File: src/rtl/nalu_pkg.sv
package nalu_pkg;
  localparam int OP_W = 5;

  typedef enum logic [OP_W-1:0] {
    OP_ADD = 5'd0,  OP_ADC = 5'd1,  OP_SUB = 5'd2,  OP_SBC = 5'd3,
    OP_CMP = 5'd4,  OP_INC = 5'd5,  OP_DEC = 5'd6,  OP_AND = 5'd7,
    OP_OR  = 5'd8,  OP_XOR = 5'd9,  OP_BIT = 5'd10, OP_CLR = 5'd11,
    OP_SET = 5'd12, OP_TST = 5'd13, OP_RL  = 5'd14, OP_RR  = 5'd15,
    OP_SLL = 5'd16, OP_SRL = 5'd17
  } nalu_op_e;

  localparam int NUM_OPS = 18;

  // flag register bit positions
  localparam int FL_Z = 0;
  localparam int FL_C = 1;
  localparam int FL_I = 2;
  localparam int FL_E = 3;
  localparam int FL_W = 4;
endpackage

File: src/rtl/nalu_arith.sv
module nalu_arith
  import nalu_pkg::*;
#(
  parameter int W = 4
) (
  input  logic [OP_W-1:0] op_i,
  input  logic [W-1:0]    a_i,
  input  logic [W-1:0]    b_i,
  input  logic            c_i,
  output logic [W-1:0]    res_o,
  output logic            c_o,
  output logic            hit_o
);
  localparam int EW = W + 1;

  logic [EW-1:0] a_x, b_x, c_x, one_x, sum;

  assign a_x   = {1'b0, a_i};
  assign b_x   = {1'b0, b_i};
  assign c_x   = {{W{1'b0}}, c_i};
  assign one_x = {{W{1'b0}}, 1'b1};

  always_comb begin
    hit_o = 1'b1;
    case (op_i)
      OP_ADD:         sum = a_x + b_x;
      OP_ADC:         sum = a_x + b_x + c_x;
      OP_SUB, OP_CMP: sum = a_x - b_x;
      OP_SBC:         sum = a_x - b_x - c_x;
      OP_INC:         sum = a_x + one_x;
      OP_DEC:         sum = a_x - one_x;
      default: begin
        sum   = '0;
        hit_o = 1'b0;
      end
    endcase
  end

  // top bit is carry for sums and borrow for differences
  assign res_o = sum[W-1:0];
  assign c_o   = sum[W];
endmodule

File: src/rtl/nalu_logic.sv
module nalu_logic
  import nalu_pkg::*;
#(
  parameter int W = 4
) (
  input  logic [OP_W-1:0] op_i,
  input  logic [W-1:0]    a_i,
  input  logic [W-1:0]    b_i,
  input  logic            c_i,
  output logic [W-1:0]    res_o,
  output logic            c_o,
  output logic            hit_o
);
  always_comb begin
    hit_o = 1'b1;
    case (op_i)
      OP_AND, OP_BIT, OP_TST: res_o = a_i & b_i;
      OP_OR,  OP_SET:         res_o = a_i | b_i;
      OP_XOR:                 res_o = a_i ^ b_i;
      OP_CLR:                 res_o = a_i & ~b_i;
      default: begin
        res_o = '0;
        hit_o = 1'b0;
      end
    endcase
  end

  assign c_o = c_i;
endmodule

File: src/rtl/nalu_shift.sv
module nalu_shift
  import nalu_pkg::*;
#(
  parameter int W = 4
) (
  input  logic [OP_W-1:0] op_i,
  input  logic [W-1:0]    a_i,
  input  logic            c_i,
  output logic [W-1:0]    res_o,
  output logic            c_o,
  output logic            hit_o
);
  always_comb begin
    hit_o = 1'b1;
    case (op_i)
      OP_RL: begin
        res_o = {a_i[W-2:0], c_i};
        c_o   = a_i[W-1];
      end
      OP_RR: begin
        res_o = {c_i, a_i[W-1:1]};
        c_o   = a_i[0];
      end
      OP_SLL: begin
        res_o = {a_i[W-2:0], 1'b0};
        c_o   = a_i[W-1];
      end
      OP_SRL: begin
        res_o = {1'b0, a_i[W-1:1]};
        c_o   = a_i[0];
      end
      default: begin
        res_o = '0;
        c_o   = c_i;
        hit_o = 1'b0;
      end
    endcase
  end
endmodule

File: src/rtl/nalu_flag_reg.sv
module nalu_flag_reg
  import nalu_pkg::*;
(
  input  logic            clk_i,
  input  logic            rst_ni,
  input  logic            we_i,
  input  logic [FL_W-1:0] d_i,
  input  logic            upd_i,
  input  logic            z_i,
  input  logic            c_i,
  output logic [FL_W-1:0] q_o
);
  always_ff @(posedge clk_i or negedge rst_ni) begin
    if (!rst_ni) begin
      q_o <= '0;
    end else if (we_i) begin
      q_o <= d_i;
    end else if (upd_i) begin
      q_o[FL_Z] <= z_i;
      q_o[FL_C] <= c_i;
    end
  end
endmodule

File: src/rtl/nalu_core.sv
module nalu_core
  import nalu_pkg::*;
#(
  parameter int W = 4
) (
  input  logic            clk_i,
  input  logic            rst_ni,
  input  logic            exec_i,
  input  logic [4:0]      op_i,
  input  logic [W-1:0]    a_i,
  input  logic [W-1:0]    b_i,
  input  logic            fl_we_i,
  input  logic [3:0]      fl_d_i,
  output logic [W-1:0]    res_o,
  output logic            no_wb_o,
  output logic [3:0]      flags_o
);
  logic [W-1:0] ar_res, lg_res, sh_res;
  logic         ar_c, lg_c, sh_c;
  logic         ar_hit, lg_hit, sh_hit;
  logic         any_hit, c_nx, z_nx, flag_only;
  logic         c_cur;

  assign c_cur = flags_o[FL_C];

  nalu_arith #(.W(W)) u_arith (
    .op_i (op_i), .a_i (a_i), .b_i (b_i), .c_i (c_cur),
    .res_o(ar_res), .c_o (ar_c), .hit_o(ar_hit)
  );

  nalu_logic #(.W(W)) u_logic (
    .op_i (op_i), .a_i (a_i), .b_i (b_i), .c_i (c_cur),
    .res_o(lg_res), .c_o (lg_c), .hit_o(lg_hit)
  );

  nalu_shift #(.W(W)) u_shift (
    .op_i (op_i), .a_i (a_i), .c_i (c_cur),
    .res_o(sh_res), .c_o (sh_c), .hit_o(sh_hit)
  );

  // units decode disjoint opcode ranges
  always_comb begin
    if (ar_hit) begin
      res_o = ar_res;
      c_nx  = ar_c;
    end else if (lg_hit) begin
      res_o = lg_res;
      c_nx  = lg_c;
    end else if (sh_hit) begin
      res_o = sh_res;
      c_nx  = sh_c;
    end else begin
      res_o = '0;
      c_nx  = c_cur;
    end
  end

  assign any_hit   = ar_hit | lg_hit | sh_hit;
  assign z_nx      = ~|res_o;
  assign flag_only = (op_i == OP_CMP) || (op_i == OP_BIT) || (op_i == OP_TST);
  assign no_wb_o   = flag_only | ~any_hit;

  nalu_flag_reg u_flags (
    .clk_i (clk_i),
    .rst_ni(rst_ni),
    .we_i  (fl_we_i),
    .d_i   (fl_d_i),
    .upd_i (exec_i & any_hit),
    .z_i   (z_nx),
    .c_i   (c_nx),
    .q_o   (flags_o)
  );
endmodule

File: config.mk
export PLATFORM = sky130hd
export DESIGN_NAME = nalu_core
export DESIGN_NICKNAME = d
export VERILOG_FILES = /design/src/rtl/nalu_pkg.sv /design/src/rtl/nalu_arith.sv /design/src/rtl/nalu_logic.sv /design/src/rtl/nalu_shift.sv /design/src/rtl/nalu_flag_reg.sv /design/src/rtl/nalu_core.sv
export SDC_FILE = /design/constraint.sdc
export NUM_CORES = 1
export LEC_CHECK = 0
export ABC_AREA = 1
export BUFFER_PORTS_ARGS = -buffer_cell sky130_fd_sc_hd__buf_4
export CAP_MARGIN = 20
export CORE_MARGIN = 1
export CORE_UTILIZATION = 25
export DETAILED_ROUTE_END_ITERATION = 6
export PLACE_DENSITY = 0.41
export RECOVER_POWER = 100
export SLEW_MARGIN = 40
export SYNTH_ARGS = -nofsm -noshare
export SYNTH_HDL_FRONTEND = slang
export SYNTH_SLANG_ARGS = --single-unit
File: constraint.sdc
create_clock -name clk_i -period 4.6 [get_ports clk_i]
set_clock_uncertainty 0.1 [all_clocks]
set_input_delay 0.92 -clock clk_i [delete_from_list [all_inputs] [get_ports clk_i]]
set_output_delay 0.92 -clock clk_i [all_outputs]
set_load 0.01 [all_outputs]
# Word-level counts from Yosys, hierarchy flattened
# Index checks and enable logic that the tools add are counted.
# W data, S select, Z words.
# totals
word_cells,69
reg_bits,4
# op_classes
n_bitwise,10
n_addsub,6
muxes,15
n_reduce_logical,17
n_eq_ne,18
# op_table
cell,count
$eq A5 B4 Y1 const B,8
$pmux W4 S4,2
$pmux W5 S6,1
$eq A5 B3 Y1 const B,4
$reduce_or A7 Y1,2
$mux W4,3
$eq A5 B2 Y1 const B,2
$eq A5 B5 Y1 const B,2
$and A4 B4 Y4,2
$reduce_or A2 Y1,4
$reduce_or A4 Y1,2
$mux W1,6
$add A4 B1 Y5 const B,1
$add A4 B4 Y5,1
$add A5 B1 Y5,1
$eq A5 B1 Y1 const B,1
$logic_not A5 Y1,1
$sub A4 B1 Y5 const B,1
$sub A4 B4 Y5,1
$sub A5 B1 Y5,1
$mux W2,2
$not A4 Y4,1
$or A4 B4 Y4,1
$reduce_and A4 Y1,1
12 further kinds,15

# Depth between registers and ports, before layout
# Gate-level depths: netlist of run 1.
# logic_depth
depth_word,10
depth_mapped,16

# Hierarchy
# A second synthesis of run 1 with hierarchy kept.
# hier_totals
cells_unflattened,333
area_unflattened_um2,1809.2
# by_module_without_submodules
module,cells_per_inst,seq_area_each_um2,area_per_inst_um2,n_inst
nalu_arith,156,0.0,879.6,1
nalu_logic,72,0.0,379.1,1
nalu_core,49,0.0,215.2,1
nalu_shift,36,0.0,170.2,1
nalu_flag_reg,20,100.1,165.2,1

# Worst setup path after synthesis of run 1
# Ideal clock, no wire load.
# synth_path
path_kind,input to output
start,in a_i[0]
end,out res_o[2]
path_stages,12
arrival_time_ns,2.460
path_buffers,0
slack_ns,1.120
path_cell_list,inv_1 -> ha_1 -> inv_1 -> fa_1 -> inv_1 -> ha_1 -> inv_1 -> nand3_1 -> nand3_1 -> nand3_1 -> nor2_1 -> nand4_1
# synth_between
elab_chain_len,4
# synth_rtl
element,line_no,text
"start, declared",nalu_core.sv:10,"input logic [W-1:0] a_i,"
$sub A4 B4 Y5 or $add A4 B4 Y5 (tied branches),-,
$sub A5 B1 Y5 or $add A5 B1 Y5 (tied branches),"nalu_arith.sv:29, nalu_arith.sv:27",
$pmux W5 S6 *,nalu_arith.sv:25,case (op_i)
$mux W4 *,nalu_core.sv:43,if (ar_hit) begin
"end, declared",nalu_core.sv:14,"output logic [W-1:0] res_o,"
# Mark *: on every way between the ends. The rest lies on a longest branch, timed or not.

# Worst setup path in the final report of run 1
# Same ends and word-level chain as after synthesis.

==> results of run 1 <==
cell type report:
| type | count | area, um^2 |
|---|---|---|
| Multi-Input combinational cell | 217 | 1230 |
| Inverter | 45 | 169 |
| Timing Repair Buffer | 29 | 173 |
| Fill cell | 712 | 4080 |
| Sequential cell | 4 | 100 |
| Clock buffer | 3 | 41.3 |
| Tap cell | 75 | 93.8 |
cells in the mapped netlist, types with 3 or more instances:
master	n
o21ai_0	6
nand4_1	4
inv_1	41
nand2_2	4
ha_1	19
nor2_2	4
nand3_1	36
a21oi_1	11
nand2_1	76
nand3b_1	3
or2_2	3
inv_2	4
nor2_1	27
o22ai_1	4
fa_1	3
dfrtp_1	4
tightest hold or removal path, stage by stage, from the launching register on:
cell      delay (ns)
dfrtp_1         0.34
a21boi_1        0.07
nand2_1         0.05
path summary, 6_finish.rpt:
kind | start | end | slack, ns | depth (start not counted)
max in group asynchronous | rst_ni | u_flags.q_o[1] | 3.79 | 1
worst max-delay path | a_i[0] | res_o[2] | 0.43 | 13
min in group asynchronous | rst_ni | u_flags.q_o[0] | 0.43 | 1
worst min-delay path | u_flags.q_o[0] | u_flags.q_o[0] | 0.40 | 2
worst min register to register | u_flags.q_o[0] | u_flags.q_o[0] | 0.40 | 2
worst max register to register | u_flags.q_o[1] | u_flags.q_o[0] | 2.56 | 11
stage by stage:
stage               total power (W)  utilization (%)  hold slack [ns]
floorplan                  0.000154                -            0.424
global placement           0.000223             30.8            0.393
detailed placement         0.000221             30.8            0.398
CTS                        0.000295             31.5            0.393
global route               0.000312             30.8            0.409
finish                     0.000281             30.8            0.396
power groups by stage:
stage               Combinational, W  Sequential [W]  Clock [W]
floorplan                   0.000110       0.0000444          0
finish                      0.000166       0.0000432  0.0000711
global route                0.000192       0.0000438  0.0000763
CTS                         0.000178       0.0000435  0.0000735
detailed placement          0.000177       0.0000439          0
global placement            0.000179       0.0000437          0
placed cells by master (no fill, tap or decap):
cell type / netlist / layout
nand4_1: 4 / 4
inv_2: 4 / 4
nand3_1: 36 / 36
inv_1: 41 / 41
nand2_1: 76 / 76
nor2_1: 27 / 27
mux2_2: 2 / 2
nor2_4: 2 / 2
o22ai_1: 4 / 4
and2_1: 1 / 1
xnor2_1: 1 / 1
a21oi_2: 1 / 1
a22oi_1: 1 / 1
a21o_1: 1 / 1
clkbuf_8: 0 / 3
nor2_2: 4 / 4
fa_1: 3 / 3
nand2_2: 4 / 4
or2_2: 3 / 3
xor2_1: 1 / 1
o21bai_1: 2 / 2
ha_1: 19 / 19
o31ai_1: 1 / 1
nor3_1: 1 / 1
o211ai_1: 1 / 1
clkbuf_1: 1 / 12
o21ai_0: 6 / 6
dfrtp_1: 4 / 4
a21boi_1: 1 / 1
a21oi_1: 11 / 11
buf_4: 2 / 17
nand3b_1: 3 / 3
o21a_1: 1 / 1
logic make-up after synthesis:
| group | after synthesis |
|---|---|
| AND/OR/NAND/NOR | 161 |
| buffers and inverters | 48 |
| AO/OA/AOI/OAI | 30 |
| adder cells (fa/ha/maj) | 22 |
| flip-flops | 4 |
| XOR/XNOR | 2 |
| multiplexers | 2 |
layer usage:
layer	vias up	share of wire (%)	GRT usage, %
li1	921	-	-
met1	787	51	22.8
met5	-	0	0
met4	0	0.60	2.50
met2	28	46	26.0
met3	2	2.5	0.800
==> flow_metrics.env, run 1 <==
export IMPL_tritoncts="done"
export IMPL_drv_cap=0
export IMPL_fin_setup_tns_ns=0
export IMPL_htree_levels=1
export IMPL_syn_inst=269
export IMPL_vias_per_cell=4.66
export IMPL_cts_repair_resized=0
export IMPL_antenna_found_initial=0
export IMPL_crit_type="input port to output port"
export IMPL_grt_overflow=0
export IMPL_critPathBufInv=5
export IMPL_num_antenna_cells=0
export IMPL_post_place_ws_ns=0.508
export IMPL_insertion_delay_ns=0.21
export IMPL_peakVddDrop_v=0.000116
export IMPL_power_frac_seq_pct=15.4
export IMPL_cpPeakStageDelay_ns=0.45
export IMPL_syn_nets=312
export IMPL_nets=343
export IMPL_vias=1738
export IMPL_worstPathCellList="clkbuf_1 -> inv_1 -> ha_1 -> inv_1 -> fa_1 -> inv_1 -> ha_1 -> nand2_1 -> nand3_1 -> nand3_1 -> nor2_1 -> nand4_1 -> clkbuf_1"
export IMPL_synthXorXnorAreaFrac_pct=1.15
export IMPL_route_antenna_remaining_nets=0
export IMPL_clk_path_buf_depth=2
export IMPL_grt_usage_pct=15.8
export IMPL_die_h_um=80.0
export IMPL_worst_slew_pin_slew_ns=0.437
export IMPL_synth_fa_ha_area_share_pct=19.6
export IMPL_cp_max_fo=7
export IMPL_p_int_w=0.000156
export IMPL_start_kind="input port"
export IMPL_synthSimpleGateAreaFrac_pct=47.1
export IMPL_coreArea_mm2=0.00589
export IMPL_clkPwrFrac_pct=25.3
export IMPL_drcViolationCount=1
export IMPL_yosys_area_top_type="nand2_1"
export IMPL_io_pins=30
export IMPL_grt_pass1_vias=1603
export IMPL_place_area_mm2=0.00181
export IMPL_violations="design-rule violations"
export IMPL_ys_types=32
export IMPL_cts_sinks=4
export IMPL_cpMostUsedCell="inv_1"
export IMPL_relSlewSlack_pct=70.7
export IMPL_hpwl_um=4170
export IMPL_rsz0062_at_grt="no"
export IMPL_dieArea_mm2=0.00640
export IMPL_hold_viol=0
export IMPL_cp_data_arrival_time_ns=3.15
export IMPL_ys_dominant_reg_cell="dfrtp_1"
export IMPL_path_clk_slew_ns=0.03
export IMPL_routedWlPerCell_um=12.9
export IMPL_synthMuxAreaShare_pct=1.48
export IMPL_top_regs="u_flags.q_o (4)"
export IMPL_status="finished with violations"
export IMPL_portBuffers=29
export IMPL_maxSlewViolCount=0
export IMPL_async_reset_ff_share_pct=100
export IMPL_drt_wl_total_um=4790
export IMPL_crit_slowest_cell="fa_1"
export IMPL_setup_slack_ns=0.434
export IMPL_synth_edff_count=0
export IMPL_drt_iter0_markers=84
export IMPL_finalCritPeriodShare_pct=90.6
export IMPL_ys_seq_elements=4
export IMPL_cts_root_buffer="clkbuf_8"
export IMPL_cp_end_kind="output port"
export IMPL_finalSetupViolations=0
export IMPL_syn2layout_area_growth_pct=19.0
export IMPL_yosysTopAreaCellShare_pct=18.8
export IMPL_place_gp_congestion=0.861
export IMPL_syn_area_mm2=0.00152
export IMPL_p_leak_nw=0.960
export IMPL_synth_top_family_by_area="simple AND/OR/NAND/NOR gates"
export IMPL_drive_above_1_share_pct=13.4
export IMPL_cts_buffers=3
export IMPL_seq_area_frac_synth_pct=6.58
export IMPL_numPlacedInstances=370
export IMPL_regMostFlops="u_flags.q_o"
export IMPL_grt_start_max_net_pins=12
export IMPL_postLayoutCellArea_mm2=0.00181
export IMPL_crit_required_ns=3.58
export IMPL_period_minus_slack_ns=4.17
export IMPL_dieWidth_um=80.0
export IMPL_grt_pass1_wl_um=7940
export IMPL_worstHoldPathType="flop to flop"
export IMPL_cts_hold_buf=0
export IMPL_timing_fmax_mhz=240
export IMPL_synth_yosys_warnings=0
export IMPL_syn_avg_cell_area_um2=5.66
export IMPL_synth_compound_area_share_pct=11.8
export IMPL_largest_reg_flops=4
export IMPL_pwr_share_comb_pct=59.3
export IMPL_drt_first_pass_iters=6
export IMPL_p_sw_w=0.000125
export IMPL_power_density_mw_per_mm2=155
export IMPL_num_rows=28
export IMPL_crit_family="adder cells"
export IMPL_initial_core_util_pct=25.9
export IMPL_netlist_top_cells_area="nand2_1, ha_1, nand3_1, inv_1, nor2_1"
export IMPL_sw_frac_of_total_pct=44.4
export IMPL_fin_cells=373
export IMPL_post_cts_setup_buffers=0
Power figures use the tool's default switching activity.
==> run 2, diff against run 1 <==
--- a/config.mk
+++ b/config.mk
@@ -8,7 +8,7 @@
 export ABC_AREA = 1
 export BUFFER_PORTS_ARGS = -buffer_cell sky130_fd_sc_hd__buf_4
 export CAP_MARGIN = 20
-export CORE_MARGIN = 1
+export CORE_MARGIN = 2
 export CORE_UTILIZATION = 25
 export DETAILED_ROUTE_END_ITERATION = 6
 export PLACE_DENSITY = 0.41
==> flow_metrics.env, run 2 (synthesis gave the netlist of run 1 again) <==
export IMPL_status="finished clean"
export IMPL_fin_setup_tns_ns=0
export IMPL_nets=343
export IMPL_hold_depth=1
export IMPL_worstHoldPathType="flop to flop"
export IMPL_insertion_delay_ns=0.21
export IMPL_place_area_mm2=0.00181
export IMPL_drt_iter0_markers=57
export IMPL_power_density_mw_per_mm2=156
export IMPL_drv_cap=0
export IMPL_coreArea_mm2=0.00589
export IMPL_drive_above_1_share_pct=13.4
export IMPL_final_common_cell="nand2_1"
export IMPL_num_rows=28
export IMPL_cp_max_fo=7
export IMPL_drt_first_pass_iters=4
export IMPL_reg2reg_to="u_flags.q_o[0]"
export IMPL_hpwl_um=4140
export IMPL_cts_repair_resized=0
export IMPL_relSlewSlack_pct=69.3
export IMPL_period_minus_slack_ns=4.16
export IMPL_route_antenna_remaining_nets=0
export IMPL_crit_type="input port to output port"
export IMPL_n_fill_cell=684
export IMPL_hold_slack_ns=0.397
export IMPL_grt_usage_pct=15.3
export IMPL_final_cell_mix="nand2_1, inv_1, nand3_1, nor2_1, ha_1"
export IMPL_routedWlPerCell_um=12.9
export IMPL_worst_slew_pin_slew_ns=0.457
export IMPL_maxSlewViolCount=0
export IMPL_grt_pass1_wl_um=7940
export IMPL_grt_overflow=0
export IMPL_regMostFlops="u_flags.q_o"
export IMPL_grt_pass1_vias=1591
export IMPL_syn2layout_area_growth_pct=19.1
export IMPL_start_kind="input port"
export IMPL_vias_per_cell=4.65
export IMPL_vias=1733
export IMPL_cp_data_arrival_time_ns=3.14
export IMPL_r2r_start="u_flags.q_o[1]"
export IMPL_clk_path_buf_depth=2
export IMPL_finalSetupViolations=0
export IMPL_post_cts_setup_buffers=0
export IMPL_top_regs="u_flags.q_o (4)"
export IMPL_cts_buffers=3
export IMPL_rrSetupSlack_ns=2.53
export IMPL_io_pins=30
export IMPL_initial_core_util_pct=25.9
export IMPL_drcViolationCount=0
export IMPL_min_from="u_flags.q_o[2]"
export IMPL_htree_levels=1
export IMPL_timing_fmax_mhz=240
export IMPL_largest_reg_flops=4
export IMPL_portBuffers=29
export IMPL_peakVddDrop_v=0.000105
export IMPL_crit_required_ns=3.58
export IMPL_dieWidth_um=82.0
export IMPL_num_antenna_cells=0
export IMPL_place_gp_congestion=0.827
export IMPL_p_leak_nw=0.963
export IMPL_finalCritPeriodShare_pct=90.5
export IMPL_cts_root_buffer="clkbuf_8"
export IMPL_reg2regPathDepth=11
export IMPL_cts_sinks=4
export IMPL_hold_viol=0
export IMPL_tritoncts="done"
export IMPL_grt_start_max_net_pins=12
export IMPL_die_h_um=82.0
export IMPL_dieArea_mm2=0.00673
export IMPL_whs_endpoint="u_flags.q_o[2]"
export IMPL_cts_hold_buf=0
export IMPL_path_clk_slew_ns=0.03
export IMPL_cp_end_kind="output port"
export IMPL_antenna_found_initial=0
export IMPL_postLayoutCellArea_mm2=0.00181
export IMPL_rsz0062_at_grt="no"
export IMPL_drt_wl_total_um=4810
==> run 2: changes by cell type in the layout (fill, tap and decap cells not counted) <==
cell / delta
nand2_1: +1
clkbuf_1: -1
nand2_2: -1
buf_4: +1
==> run 2: worst max path at each step <==
| stage | start | end | cells past startpoint | slack (ns) |
|---|---|---|---|---|
| 4_1_cts | a_i[0] | res_o[2] | 14 | 0.49 |
| 3_5_place_dp | a_i[0] | res_o[2] | 14 | 0.50 |
| 3_3_place_gp | a_i[0] | res_o[2] | 14 | 0.48 |
| 2_1_floorplan | a_i[0] | res_o[2] | 12 | 1.12 |
| 6_report | a_i[0] | res_o[2] | 14 | 0.44 |
| 5_1_grt | a_i[0] | res_o[2] | 14 | 0.28 |
==> run 2: area by class of cell <==
cell class	instances	area [um^2]	share of cell area (%)
timing repair buffer	29	176	9.74
sequential	4	100	5.52
clock buffer	3	41.3	2.28
multi-input combinational	217	1230	68.0
tap	75	93.8	5.18
inverter	45	169	9.32
==> run 2: worst max-delay path: stages <==
cell and delay, ns:
clkbuf_1 0.18, inv_1 0.17, ha_1 0.16, inv_1 0.06
fa_1 0.51, inv_1 0.06, ha_1 0.22, inv_1 0.07
nand3_1 0.07, nand3_1 0.09, nand3_1 0.08, nor2_1 0.16
nand4_1 0.20, clkbuf_1 0.18
==> run 2: stage by stage <==
step,util (%),instances,setup WS (ns),total power [W]
after detailed placement,30.8,370,0.498,0.000221
final,30.8,373,0.436,0.000284
after floorplan,-,269,1.12,0.000154
after global placement,30.8,370,0.477,0.000223
after CTS,31.5,373,0.492,0.000297
after global routing,30.8,373,0.282,0.000316
==> run 2: layer usage <==
| metal | track usage [%] | vias up | part of all wire [%] |
|---|---|---|---|
| met5 | 0 | - | 0 |
| met1 | 22.7 | 771 | 50 |
| met4 | 3.33 | 0 | 1.0 |
| met2 | 23.8 | 38 | 44 |
| li1 | - | 920 | - |
| met3 | 1.32 | 4 | 4.2 |
==> run 2: where the power goes <==
part	switching (W)	internal (W)	leakage (nW)	total [W]
clock network	0.0000167	0.0000557	0.0216	0.0000723
registers	0.00000353	0.0000397	0.0476	0.0000433
logic	0.000106	0.0000618	0.894	0.000168
total	0.000126	0.000157	0.963	0.000284
==> run 3, diff against run 2 <==
==> constraint.sdc (replaced) <==
create_clock -name clk_i -period 5.4 [get_ports clk_i]
set_clock_uncertainty 0.1 [all_clocks]
set_input_delay 1.08 -clock clk_i [delete_from_list [all_inputs] [get_ports clk_i]]
set_output_delay 1.08 -clock clk_i [all_outputs]
set_load 0.01 [all_outputs]
==> flow_metrics.env, run 3 (synthesis gave the netlist of run 1 again) <==
export IMPL_status="finished clean"
export IMPL_grt_start_max_net_pins=12
export IMPL_grt_busiest_layer="met2"
export IMPL_regMostFlops="u_flags.q_o"
export IMPL_post_place_ws_ns=0.991
export IMPL_vias_per_cell=4.69
export IMPL_worstHoldPathType="flop to flop"
export IMPL_final_cell_mix="nand2_1, inv_1, nand3_1, nor2_1, ha_1"
export IMPL_clk_path_buf_depth=2
export IMPL_cp_end_kind="output port"
export IMPL_htree_levels=1
export IMPL_setup_slack_ns=0.967
export IMPL_total_power_w=0.000243
export IMPL_finalCritPeriodShare_pct=82.1
export IMPL_coreArea_mm2=0.00589
export IMPL_drive_above_1_share_pct=13.4
export IMPL_drt_first_pass_iters=4
export IMPL_critPathBufInv=6
export IMPL_initial_core_util_pct=25.9
export IMPL_final_common_cell="nand2_1"
export IMPL_p_leak_nw=0.963
export IMPL_dieWidth_um=82.0
export IMPL_peakVddDrop_v=0.0000734
export IMPL_grt_use_met3_pct=1.43
export IMPL_dieArea_mm2=0.00673
export IMPL_min_from="u_flags.q_o[2]"
export IMPL_grt_pass1_wl_um=8220
export IMPL_hold_viol=0
export IMPL_crit_type="input port to output port"
export IMPL_cp_data_arrival_time_ns=3.25
export IMPL_die_h_um=82.0
export IMPL_postLayoutCellArea_mm2=0.00181
export IMPL_cts_repair_resized=0
export IMPL_r2r_start="u_flags.q_o[1]"
export IMPL_grt_pass1_vias=1612
export IMPL_grt_overflow=0
export IMPL_syn2layout_area_growth_pct=19.1
export IMPL_drt_iter0_markers=96
export IMPL_crit_slowest_cell="fa_1"
export IMPL_drv_cap=0
export IMPL_nets=343
export IMPL_power_density_mw_per_mm2=134
export IMPL_cts_sinks=4
export IMPL_tritoncts="done"
export IMPL_rrSetupSlack_ns=3.36
export IMPL_antenna_found_initial=0
export IMPL_io_pins=30
export IMPL_groute_layer_met1_usage_pct=23.0
export IMPL_worst_slew_pin_slew_ns=0.445
export IMPL_period_minus_slack_ns=4.43
export IMPL_num_antenna_cells=0
export IMPL_drcViolationCount=0
export IMPL_cts_buffers=3
export IMPL_worstPathCellList="clkbuf_1 -> inv_1 -> ha_1 -> inv_1 -> fa_1 -> inv_1 -> ha_1 -> inv_1 -> nand3_1 -> nand3_1 -> nand3_1 -> nor2_1 -> nand4_1 -> clkbuf_1"
export IMPL_start_kind="input port"
export IMPL_hpwl_um=4230
export IMPL_routedWlPerCell_um=13.2
export IMPL_cts_root_buffer="clkbuf_8"
export IMPL_crit_family="adder cells"
export IMPL_fin_setup_tns_ns=0
export IMPL_cpPeakStageDelay_ns=0.51
export IMPL_vias=1751
export IMPL_globalRouteMet2Util_pct=25.4
export IMPL_cts_hold_buf=0
export IMPL_place_area_mm2=0.00181
export IMPL_drt_wl_total_um=4940
export IMPL_relSlewSlack_pct=70.1
export IMPL_insertion_delay_ns=0.22
export IMPL_num_rows=28
export IMPL_crit_required_ns=4.22
export IMPL_top_regs="u_flags.q_o (4)"
export IMPL_startpoint="a_i[0]"
export IMPL_cpMostUsedCell="inv_1"
export IMPL_path_clk_slew_ns=0.03
export IMPL_maxSlewViolCount=0
export IMPL_place_gp_congestion=0.829
export IMPL_timing_fmax_mhz=226
export IMPL_grt_usage_pct=15.7
export IMPL_rsz0062_at_grt="no"
export IMPL_post_cts_setup_buffers=0
export IMPL_largest_reg_flops=4
export IMPL_route_antenna_remaining_nets=0
export IMPL_portBuffers=29
export IMPL_cp_max_fo=7
export IMPL_finalSetupViolations=0
run 3: cell counts in the layout (fill, tap and decap cells not counted):
No cell type changed its count.
run 3: final cells by class:
| class | instances | area [um^2] |
|---|---|---|
| Fill cell | 706 | 4070 |
| Multi-Input combinational cell | 217 | 1230 |
| Timing Repair Buffer | 29 | 176 |
| Inverter | 45 | 169 |
| Sequential cell | 4 | 100 |
| Tap cell | 75 | 93.8 |
| Clock buffer | 3 | 41.3 |
run 3: worst register-to-register path, cell delays in order, from the launching register on:
cell and delay [ns]:
dfrtp_1 0.43, ha_1 0.25, ha_1 0.21, inv_1 0.08, nand3_1 0.07, nand3_1 0.08, nand3_1 0.07, nor2_1 0.15
nand4_1 0.20, nor2_1 0.22, nand2_1 0.07, nand2_1 0.05
run 3: final timing paths:
check                            endpoint  cells past startpoint
max                              res_o[2]                     14
min                        u_flags.q_o[2]                      1
max reg2reg                u_flags.q_o[0]                     11
min reg2reg                u_flags.q_o[2]                      1
max in group asynchronous  u_flags.q_o[3]                      1
min in group asynchronous  u_flags.q_o[2]                      1
run 3: power by group:
| part | leakage [nW] | switching (W) | internal, W |
|---|---|---|---|
| Sequential | 0.0476 | 0.00000318 | 0.0000338 |
| Combinational | 0.894 | 0.0000909 | 0.0000527 |
| Clock | 0.0216 | 0.0000149 | 0.0000475 |
run 3: per-layer routing:
layer	routed length, um	vias up
met5	0	-
met4	0	0
met3	208	0
met2	2280	39
met1	2460	794
li1	-	918
run 3: through the flow:
step           hold WS [ns]  std cells  util, %
6_report              0.398        373     30.8
5_1_grt               0.410        373     30.8
4_1_cts               0.407        373     31.5
3_5_place_dp          0.400        370     30.8
3_3_place_gp          0.392        370     30.8
2_1_floorplan         0.424        269        -
